`src/rtl/hbp_pkg.sv`:
```
package hbp_pkg;

    typedef enum logic {
        DIR_UP   = 1'b0,
        DIR_DOWN = 1'b1
    } cnt_dir_e;

    typedef enum logic {
        HALF_FIRST  = 1'b0,
        HALF_SECOND = 1'b1
    } half_e;

    typedef struct packed {
        logic     live;
        cnt_dir_e dir;
        logic     pulse;
    } car_flags_t;

    localparam int GATE_N = 4;

endpackage

```
`src/rtl/hbp_cmpcalc.sv`:
```
module hbp_cmpcalc #(
    parameter int CW = 8,
    parameter int DW = 10
) (
    input  logic [CW-1:0] half_len,
    input  logic [DW-1:0] duty,
    output logic [CW-1:0] cmp
);
    localparam int SW = ((CW > DW) ? CW : DW) + 2;

    logic signed [SW-1:0] hl_ext;
    logic signed [SW-1:0] diff;
    logic signed [SW-1:0] halved;

    always_comb begin
        hl_ext = $signed({{(SW-CW){1'b0}}, half_len});
        diff   = hl_ext - $signed({{(SW-DW){duty[DW-1]}}, duty});
        halved = diff >>> 1;
        if (diff < 0)
            cmp = '0;
        else if (halved > hl_ext)
            cmp = half_len;
        else
            cmp = halved[CW-1:0];
    end
endmodule

```
`src/rtl/hbp_carrier.sv`:
```
module hbp_carrier
    import hbp_pkg::*;
#(
    parameter int CW      = 8,
    parameter bit UP_HALF = 1'b0
) (
    input  logic          clk,
    input  logic          rst,
    input  logic          sync,
    input  logic          half,
    input  logic [CW-1:0] cmp_in,
    input  logic [CW-1:0] half_len,
    output logic          pulse,
    output logic          live
);
    logic [CW-1:0] cnt_q, cnt_d;
    logic [CW-1:0] cmp_q, cmp_d;
    car_flags_t    flg_q, flg_d;
    logic [CW-1:0] top_val;
    logic          goes_up;

    always_comb begin
        top_val = half_len - CW'(1);
        goes_up = (half == UP_HALF);
        cnt_d   = cnt_q;
        cmp_d   = cmp_q;
        flg_d   = flg_q;
        if (sync) begin
            flg_d.live = 1'b1;
            flg_d.dir  = goes_up ? DIR_UP : DIR_DOWN;
            cnt_d      = goes_up ? '0 : half_len;
            cmp_d      = cmp_in;
        end else if (flg_q.live) begin
            if (flg_q.dir == DIR_UP) begin
                if (cnt_q < top_val) cnt_d = cnt_q + CW'(1);
            end else begin
                if (cnt_q > CW'(1)) cnt_d = cnt_q - CW'(1);
            end
        end
        if (flg_d.live && (cnt_d == cmp_d))
            flg_d.pulse = (flg_d.dir == DIR_DOWN);
    end

    always_ff @(posedge clk) begin
        if (rst) begin
            cnt_q <= '0;
            cmp_q <= '0;
            flg_q <= '{live: 1'b0, dir: DIR_UP, pulse: 1'b0};
        end else begin
            cnt_q <= cnt_d;
            cmp_q <= cmp_d;
            flg_q <= flg_d;
        end
    end

    assign pulse = flg_q.pulse;
    assign live  = flg_q.live;
endmodule

```
`src/rtl/hbp_deadtime.sv`:
```
module hbp_deadtime #(
    parameter int DTW = 6
) (
    input  logic           clk,
    input  logic           rst,
    input  logic           raw,
    input  logic [DTW-1:0] dead,
    output logic           out
);
    logic [DTW-1:0] held_q;

    always_ff @(posedge clk) begin
        if (rst)
            held_q <= '0;
        else if (!raw)
            held_q <= '0;
        else if (held_q < dead)
            held_q <= held_q + DTW'(1);
    end

    assign out = raw && (held_q >= dead);
endmodule

```
`src/rtl/hb_pulse_unit.sv`:
```
module hb_pulse_unit
    import hbp_pkg::*;
#(
    parameter int CW  = 8,
    parameter int DW  = 10,
    parameter int DTW = 6
) (
    input  logic           clk,
    input  logic           rst,
    input  logic           load_valid,
    input  logic [DW-1:0]  load_duty,
    input  logic           load_half,
    input  logic           sync_valid,
    input  logic [CW-1:0]  half_len,
    input  logic [DTW-1:0] dead_cycles,
    output logic [3:0]     gate,
    output logic [3:0]     gate_dt
);
    localparam int LEGS = 2;

    logic [CW-1:0]   cmp_calc;
    logic [CW-1:0]   shadow_cmp;
    half_e           shadow_half;
    logic [LEGS-1:0] leg_pulse;
    logic [LEGS-1:0] leg_live;
    logic            run;

    hbp_cmpcalc #(.CW(CW), .DW(DW)) u_calc (
        .half_len (half_len),
        .duty     (load_duty),
        .cmp      (cmp_calc)
    );

    always_ff @(posedge clk) begin
        if (rst) begin
            shadow_cmp  <= '0;
            shadow_half <= HALF_FIRST;
        end else if (load_valid) begin
            shadow_cmp  <= cmp_calc;
            shadow_half <= half_e'(load_half);
        end
    end

    // leg 0 carries P1 (up in first half), leg 1 carries P4 (up in second half)
    for (genvar g = 0; g < LEGS; g++) begin : g_leg
        hbp_carrier #(.CW(CW), .UP_HALF(g == 1)) u_car (
            .clk      (clk),
            .rst      (rst),
            .sync     (sync_valid),
            .half     (shadow_half),
            .cmp_in   (shadow_cmp),
            .half_len (half_len),
            .pulse    (leg_pulse[g]),
            .live     (leg_live[g])
        );
    end

    assign run  = &leg_live;
    assign gate = {leg_pulse[1], run & ~leg_pulse[1], run & ~leg_pulse[0], leg_pulse[0]};

    for (genvar k = 0; k < GATE_N; k++) begin : g_dt
        hbp_deadtime #(.DTW(DTW)) u_dt (
            .clk  (clk),
            .rst  (rst),
            .raw  (gate[k]),
            .dead (dead_cycles),
            .out  (gate_dt[k])
        );
    end
endmodule

```
`config.mk`:
```
export PLATFORM = sky130hd
export DESIGN_NAME = hb_pulse_unit
export DESIGN_NICKNAME = d
export VERILOG_FILES = /design/src/rtl/hbp_pkg.sv /design/src/rtl/hbp_cmpcalc.sv /design/src/rtl/hbp_carrier.sv /design/src/rtl/hbp_deadtime.sv /design/src/rtl/hb_pulse_unit.sv
export SDC_FILE = /design/constraint.sdc
export NUM_CORES = 1
export LEC_CHECK = 0
export BUFFER_PORTS_ARGS = -buffer_cell sky130_fd_sc_hd__buf_2
export CORE_MARGIN = 2
export CORE_UTILIZATION = 45
export DETAILED_ROUTE_END_ITERATION = 7
export PLACE_DENSITY = 0.62
export RECOVER_POWER = 25
export SYNTH_ARGS = -nofsm -noshare
export SYNTH_HDL_FRONTEND = slang
export SYNTH_SLANG_ARGS = --single-unit
```
`constraint.sdc`:
```
create_clock -name clk -period 6.9 [get_ports clk]
set_input_delay 1.035 -clock clk [delete_from_list [all_inputs] [get_ports clk]]
set_output_delay 1.035 -clock clk [all_outputs]
set_load 0.1 [all_outputs]
```
==> results.sh, run 1 <==
export IMPL_synthesis_area_um2=5980
export IMPL_fillers=1304
export IMPL_dpl_cell_area_um2=6200
export IMPL_ys_ff_latch=71
export IMPL_required_ps=7110
export IMPL_cts_setup_buffers=0
export IMPL_clkTransAtPathRegs_ps=60
export IMPL_power_uw=1190
export IMPL_synth_ff_type="dfxtp_1"
export IMPL_fin_tns_setup_ps=0
export IMPL_syn_area_per_cell_um2=7.73
export IMPL_timing_critical_path_mode_cell="a21oi_1"
export IMPL_synth_adder_area_share_pct=12.6
export IMPL_ant_nets=0
export IMPL_start_kind="input port"
export IMPL_clk_latency_ps=350
export IMPL_cap_viol_max_count=1
export IMPL_synth_xor_area_share_pct=7.34
export IMPL_gp_congestion=0.955
export IMPL_drive_gt1_share_pct=9.51
export IMPL_finalClockSkew_ps=4.77
export IMPL_whs_ps=479
export IMPL_cts_root_buf="clkbuf_16"
export IMPL_fin_crit_sh_pct=65.2
export IMPL_antenna_found_initial=0
export IMPL_port_buffers=36
export IMPL_netlist_instances=774
export IMPL_worstPathCellList="buf_2 > nand2b_1 > fa_1 > a21oi_1 > nor2_1 > nor2_1 > o21bai_1 > a21oi_1 > o21bai_1 > a21oi_1 > xor2_1 > ha_1 > nand4_1 > nor2_1 > a21oi_1 > a32oi_1 > nor2b_1 > o21ai_1 > and2_1 > o311ai_0"
export IMPL_numCtsBuffers=9
export IMPL_async_flop_share_pct=0
export IMPL_stdcell_area_um2=6480
export IMPL_cts_tree="yes"
export IMPL_synth_area_mux_share_pct=4.62
export IMPL_power_leakage_uw=0.00275
export IMPL_grt_first_pass_wirelength_um=27200
export IMPL_fin_ws_ps=2400
export IMPL_rsz0062_at_grt="no"
export IMPL_holdBufCountCts=0
export IMPL_slowest_stage="fa_1"
export IMPL_violations="max-capacitance violations, max-slew violations"
export IMPL_yosysTopAreaCell="dfxtp_1"
export IMPL_synth_most_common_cell="nor2_1"
export IMPL_setup_violations=0
export IMPL_drc=0
export IMPL_drt_pass1_iterations=5
export IMPL_post_place_ws_ps=2060
export IMPL_slew_viol_final=45
export IMPL_wirelength_um=16800
export IMPL_grt_max_degree=45
export IMPL_synth_top_family_by_area="simple AND/OR/NAND/NOR gates"
export IMPL_hold_viol=0
export IMPL_ir_worst_vdd_mv=0.177
export IMPL_diodes=0
export IMPL_cp_max_fo=12
export IMPL_worstPathArrival_ps=4710
export IMPL_grt_pass1_vias=5363
export IMPL_dieArea_um2=14200
export IMPL_grt_total_usage_pct=24.2
export IMPL_hpwlAfterDp_um=13000
export IMPL_cp_end_kind="flop"
export IMPL_yosysUniqueCellTypes=74
export IMPL_synth_area_leaders="dfxtp_1 24%, ha_1 12%, nor2_1 6.1%"
export IMPL_top_layer_used="met4"
export IMPL_p_per_area_nw_per_um2=184
export IMPL_cts_sinks=71
export IMPL_synth_nets=862
export IMPL_critPathKind="in2reg"
export IMPL_synth_compound_area_share_pct=20.4
export IMPL_ctsResizeCount=0
export IMPL_drtIter0Drc=322
export IMPL_cpPeakStageDelay_ps=410
export IMPL_dr_wl_met3_um=1040
export IMPL_relSlewSlack_pct=-42.0
export IMPL_critical_path_buf_inv_count=1
export IMPL_clockBufferDepth=2
export IMPL_finalCriticalPeriod_ps=4500
export IMPL_cp_top_family="compound AO/OA/AOI/OAI gates"
export IMPL_die_w_um=119
export IMPL_routedWlPerCell_um=17.4
export IMPL_htree_levels=3
export IMPL_synth_seq_area_share_pct=23.8
export IMPL_routed_wl_met2_um=8090
export IMPL_gr_total_overflow=0
export IMPL_start_util_pct=45.7
export IMPL_io_pins=37
export IMPL_wl_met1_um=7330
export IMPL_rows=42
export IMPL_ys_warn_count=0
export IMPL_hp_class="reg2reg"
export IMPL_yosys_area_share_simple_pct=24.6
export IMPL_timing_fmax_mhz=222
export IMPL_max_slew_worst_pin_slew_ps=2130
export IMPL_via_per_inst=5.84
export IMPL_synth_commonest_cells="97 x nor2_1, 73 x nand2_1, 71 x dfxtp_1"
export IMPL_outcome="finished with violations"
export IMPL_fp_dieH_um=119
export IMPL_num_vias=5636
export IMPL_synthDominantCellAreaShare_pct=23.8
export IMPL_synth_edf_count=0
export IMPL_areaGrowthSynthToFinish_pct=8.33
export IMPL_final_nets=872
export IMPL_core_um2=13100
[state kept, by name, indices dropped and copies added (netlist names)]
| name | cells |
|---|---|
| g_dt.u_dt.held_q | 24 |
| g_leg.u_car.cmp_q | 16 |
| g_leg.u_car.cnt_q | 16 |
| g_leg.u_car.flg_q | 2 |
| g_leg.u_car.live | 2 |
| g_leg.u_car.pulse | 2 |
| shadow_cmp | 8 |
| shadow_half | 1 |
[cells in the final DEF (no fill, tap or decap), types with 4 or more instances in the layout]
| cell | netlist | layout |
|---|---|---|
| nor3_1 | 6 | 6 |
| and4_1 | 5 | 5 |
| mux2i_1 | 22 | 22 |
| nand2b_1 | 10 | 10 |
| and3_1 | 5 | 5 |
| xor2_1 | 21 | 21 |
| nand4_1 | 25 | 25 |
| buf_2 | 3 | 34 |
| o21bai_1 | 5 | 5 |
| o211ai_1 | 10 | 10 |
| o21ai_0 | 26 | 26 |
| and2_1 | 9 | 9 |
| a22oi_1 | 6 | 6 |
| a41oi_1 | 4 | 4 |
| ha_1 | 58 | 58 |
| o2111ai_1 | 4 | 4 |
| nor2_1 | 97 | 97 |
| inv_1 | 50 | 50 |
| mux2_2 | 4 | 4 |
| xnor2_1 | 24 | 24 |
| nor4_1 | 4 | 4 |
| nand2_1 | 73 | 73 |
| a211oi_1 | 8 | 8 |
| nand3_1 | 18 | 18 |
| clkbuf_16 | 0 | 9 |
| a31oi_1 | 12 | 12 |
| or3_1 | 8 | 8 |
| nor2b_1 | 10 | 10 |
| a21oi_1 | 49 | 49 |
| or2_2 | 7 | 7 |
| dfxtp_1 | 71 | 71 |
| nor3b_1 | 4 | 4 |
| a21o_1 | 17 | 17 |
[worst paths after layout]
| kind | startpoint | endpoint | slack, ps | depth (start not counted) |
|---|---|---|---|---|
| setup / recovery | half_len[0] | shadow_cmp[0]$_SDFFE_PP0P_ | 2400 | 20 |
| hold reg to reg | g_leg[1].u_car.cmp_q[0]$_SDFF_PP0_ | g_leg[1].u_car.cmp_q[0]$_SDFF_PP0_ | 480 | 2 |
| hold / removal | g_leg[1].u_car.cmp_q[0]$_SDFF_PP0_ | g_leg[1].u_car.cmp_q[0]$_SDFF_PP0_ | 480 | 2 |
| setup reg to reg | g_leg[0].u_car.cnt_q[0]$_SDFF_PP0_ | g_leg[0].u_car.pulse$_SDFFE_PP0P_ | 2640 | 13 |
[metal layers]
metal / vias up / GRT usage, %
li1: 2785 / -
met1: 2624 / 29.6
met2: 194 / 41.8
met3: 33 / 5.51
met4: 0 / 7.66
met5: - / 0
[metrics by stage]
step                instances  util (%)
CTS                       965      49.6
global route              965      49.5
global placement          949      47.4
floorplan                 774         -
finish                    965      49.5
detailed placement        949      47.4
[worst reg2reg max path: cells and delay by family, from the launching register on]
family	cells	cell delay (ps)
buffers and inverters	1	200
AND/OR/NAND/NOR	4	1270
multiplexers	1	340
flip-flops	1	530
AO/OA/AOI/OAI	6	1550
adder cells (fa/ha/maj)	1	260
[report_power, final]
group	internal [uW]	switching [uW]	total [uW]
registers	427	32.9	460
logic	114	171	285
clock network	248	202	450
[logic make-up (layout without fill, tap and decap cells)]
family | count (synthesis) | count (layout)
compound gates | 180 | 180
flops | 71 | 71
buf+inv | 91 | 106
mux | 27 | 27
xor+xnor | 47 | 47
fa+ha+maj | 60 | 60
simple gates | 298 | 298
[layout make-up]
type / instances / area (um2) / area share (%)
clock buffer: 9 / 225 / 3.48
tap: 176 / 220 / 3.40
clock inverter: 7 / 55.1 / 0.850
sequential: 71 / 1420 / 21.9
multi-input combinational: 612 / 4170 / 64.3
timing repair buffer: 39 / 196 / 3.03
inverter: 51 / 191 / 2.96
(Power assumes the default switching activity.)
==> run 2, diff against run 1 <==
==> constraint.sdc (replaced) <==
create_clock -name clk -period 4.35 [get_ports clk]
set_input_delay 0.6525 -clock clk [delete_from_list [all_inputs] [get_ports clk]]
set_output_delay 0.6525 -clock clk [all_outputs]
set_load 0.1 [all_outputs]
==> results.sh, run 2 (synthesis results as in run 1) <==
export IMPL_via_per_inst=5.75
export IMPL_routedWlPerCell_um=17.4
export IMPL_rows=42
export IMPL_outcome="finished with violations"
export IMPL_top_regs="g_dt.u_dt.held_q: 24 flops, g_leg.u_car.cmp_q: 16 flops, g_leg.u_car.cnt_q: 16 flops"
export IMPL_fillers=1262
export IMPL_clk_latency_ps=350
export IMPL_dieArea_um2=14200
export IMPL_min_to="g_leg[1].u_car.cmp_q[0]$_SDFF_PP0_"
export IMPL_clkPwrFrac_pct=41.0
export IMPL_layout_common_cells="97 x nor2_1, 73 x nand2_1, 71 x dfxtp_1"
export IMPL_grt_pass1_vias=5629
export IMPL_stdcell_area_um2=6710
export IMPL_fin_crit_sh_pct=91.2
export IMPL_drt_pass1_iterations=5
export IMPL_clockBufferDepth=2
export IMPL_clkTransAtPathRegs_ps=60
export IMPL_switching_share_pct=31.7
export IMPL_finalClockSkew_ps=6.76
export IMPL_cp_end_kind="flop"
export IMPL_hpwlAfterDp_um=13200
export IMPL_hold_viol=0
export IMPL_cts_root_buf="clkbuf_16"
export IMPL_gr_total_overflow=0
export IMPL_min_path_cells=2
export IMPL_cts_tree="yes"
export IMPL_hp_class="reg2reg"
export IMPL_max_slew_worst_pin_slew_ps=2110
export IMPL_cts_setup_buffers=0
export IMPL_whs_ps=481
export IMPL_hp_start="g_leg[1].u_car.cmp_q[0]$_SDFF_PP0_"
export IMPL_num_vias=5679
export IMPL_reg2reg_depth=11
export IMPL_wirelength_um=17200
export IMPL_setup_violations=0
export IMPL_finalCriticalPeriod_ps=3970
export IMPL_drc=0
export IMPL_cts_sinks=71
export IMPL_cp_top_family="compound AO/OA/AOI/OAI gates"
export IMPL_power_frac_comb_pct=23.5
export IMPL_intPower_uw=1390
export IMPL_drtIter0Drc=416
export IMPL_worstPathArrival_ps=4200
export IMPL_fp_dieH_um=119
export IMPL_power_leakage_uw=0.00288
export IMPL_p_per_area_nw_per_um2=304
export IMPL_postLayoutCoreUtil_pct=51.3
export IMPL_grt_max_degree=45
export IMPL_final_nets=895
export IMPL_largest_register_ffs=24
export IMPL_dp_cells=972
export IMPL_numCtsBuffers=9
export IMPL_regMostFlops="g_dt.u_dt.held_q"
export IMPL_cp_max_fo=7
export IMPL_critical_path_buf_inv_count=0
export IMPL_required_ps=4580
export IMPL_diodes=0
export IMPL_slew_viol_final=45
export IMPL_drive_gt1_share_pct=12.3
export IMPL_ff2ff_setup_slack_ps=380
export IMPL_dpl_cell_area_um2=6380
export IMPL_fin_cells=988
export IMPL_r2r_end="g_leg[0].u_car.pulse$_SDFFE_PP0P_"
export IMPL_ant_nets=0
export IMPL_grt_total_usage_pct=25.1
export IMPL_critPathKind="reg2reg"
export IMPL_start_util_pct=45.7
export IMPL_mostFrequentLayoutCell="nor2_1"
export IMPL_fin_tns_setup_ps=0
export IMPL_gp_congestion=0.950
export IMPL_areaGrowthSynthToFinish_pct=12.2
export IMPL_violations="max-capacitance violations, max-slew violations"
export IMPL_antenna_found_initial=0
export IMPL_core_um2=13100
export IMPL_power_switching_uw=646
export IMPL_seqPwrFrac_pct=35.6
export IMPL_timing_fmax_mhz=252
export IMPL_r2r_start="g_leg[0].u_car.cnt_q[3]$_SDFF_PP0_"
export IMPL_grt_first_pass_wirelength_um=28300
export IMPL_ir_worst_vdd_mv=0.170
export IMPL_start_kind="flop"
export IMPL_htree_levels=3
export IMPL_port_buffers=36
export IMPL_cpPeakStageDelay_ps=570
export IMPL_rsz0062_at_grt="no"
export IMPL_relSlewSlack_pct=-40.7
export IMPL_slowest_stage="or4_1"
export IMPL_cap_viol_max_count=1
export IMPL_io_pins=37
export IMPL_die_w_um=119
export IMPL_worstPathCellList="nor4_2 > nand3_1 > o21ai_2 > a21oi_1 > a32o_1 > or4_1 > a311o_1 > a2111o_1 > nand4b_1 > a31oi_1 > mux2_1"
==> run 2: changes by cell type in the layout (fill, tap and decap cells not counted), sizes merged <==
cell,previous run,this run
clkbuf,12,11
bufinv,0,2
buf,36,61
inv,53,51
clkinvlp,1,2
clkinv,4,2
==> run 2: worst min-delay path: cells and delay by family, from the launching register on <==
| kind | cells | cell delay, ps |
|---|---|---|
| DFF | 1 | 310 |
| and+or+nand+nor | 1 | 60 |
| AOI/OAI and AO/OA | 1 | 60 |
==> run 2: power by group through the flow <==
stage               registers (uW)  logic [uW]  clock network, uW
global placement               738         463                  0
detailed placement             738         474                  0
floorplan                      713         354                  0
CTS                            723         476                847
global route                   728         536                875
finish                         725         479                836
==> run 2: how the worst max path moves through the flow <==
stage | startpoint | end | cells past startpoint
after floorplan | half_len[0] | shadow_cmp[0]$_SDFFE_PP0P_ | 21
after global placement | half_len[0] | shadow_cmp[0]$_SDFFE_PP0P_ | 19
after detailed placement | half_len[1] | g_leg[0].u_car.pulse$_SDFFE_PP0P_ | 16
after CTS | half_len[0] | shadow_cmp[0]$_SDFFE_PP0P_ | 19
after global routing | half_len[0] | shadow_cmp[7]$_SDFFE_PP0P_ | 20
final | g_leg[0].u_car.cnt_q[3]$_SDFF_PP0_ | g_leg[0].u_car.pulse$_SDFFE_PP0P_ | 11
==> run 2: cell type report <==
cell class | count | area [um2] | share of cell area [%]
multi-input combinational | 612 | 4170 | 62.1
sequential | 71 | 1420 | 21.2
timing repair buffer | 62 | 374 | 5.58
clock buffer | 10 | 239 | 3.56
tap | 176 | 220 | 3.28
inverter | 51 | 191 | 2.85
clock inverter | 6 | 92.6 | 1.38
==> run 2: what timing repair did <==
action / in CTS / in global routing
hold buffers: 0 / 0
setup endpoints to repair: 0 / 1
resized for setup: 0 / 1
==> run 2: through the flow <==
step	total power, uW	setup WS (ps)
after floorplan	1070	230
after global placement	1200	200
after detailed placement	1210	49.9
after CTS	2050	420
after global routing	2140	68.4
final	2040	382
==> run 2: layer usage <==
metal  wire length [um]  track usage, %  vias up
met5                  0               0        -
met4                482            10.6        0
met3               1060            4.89       39
met2               7990            41.1      177
li1                   -               -     2831
met1               7660            32.1     2632
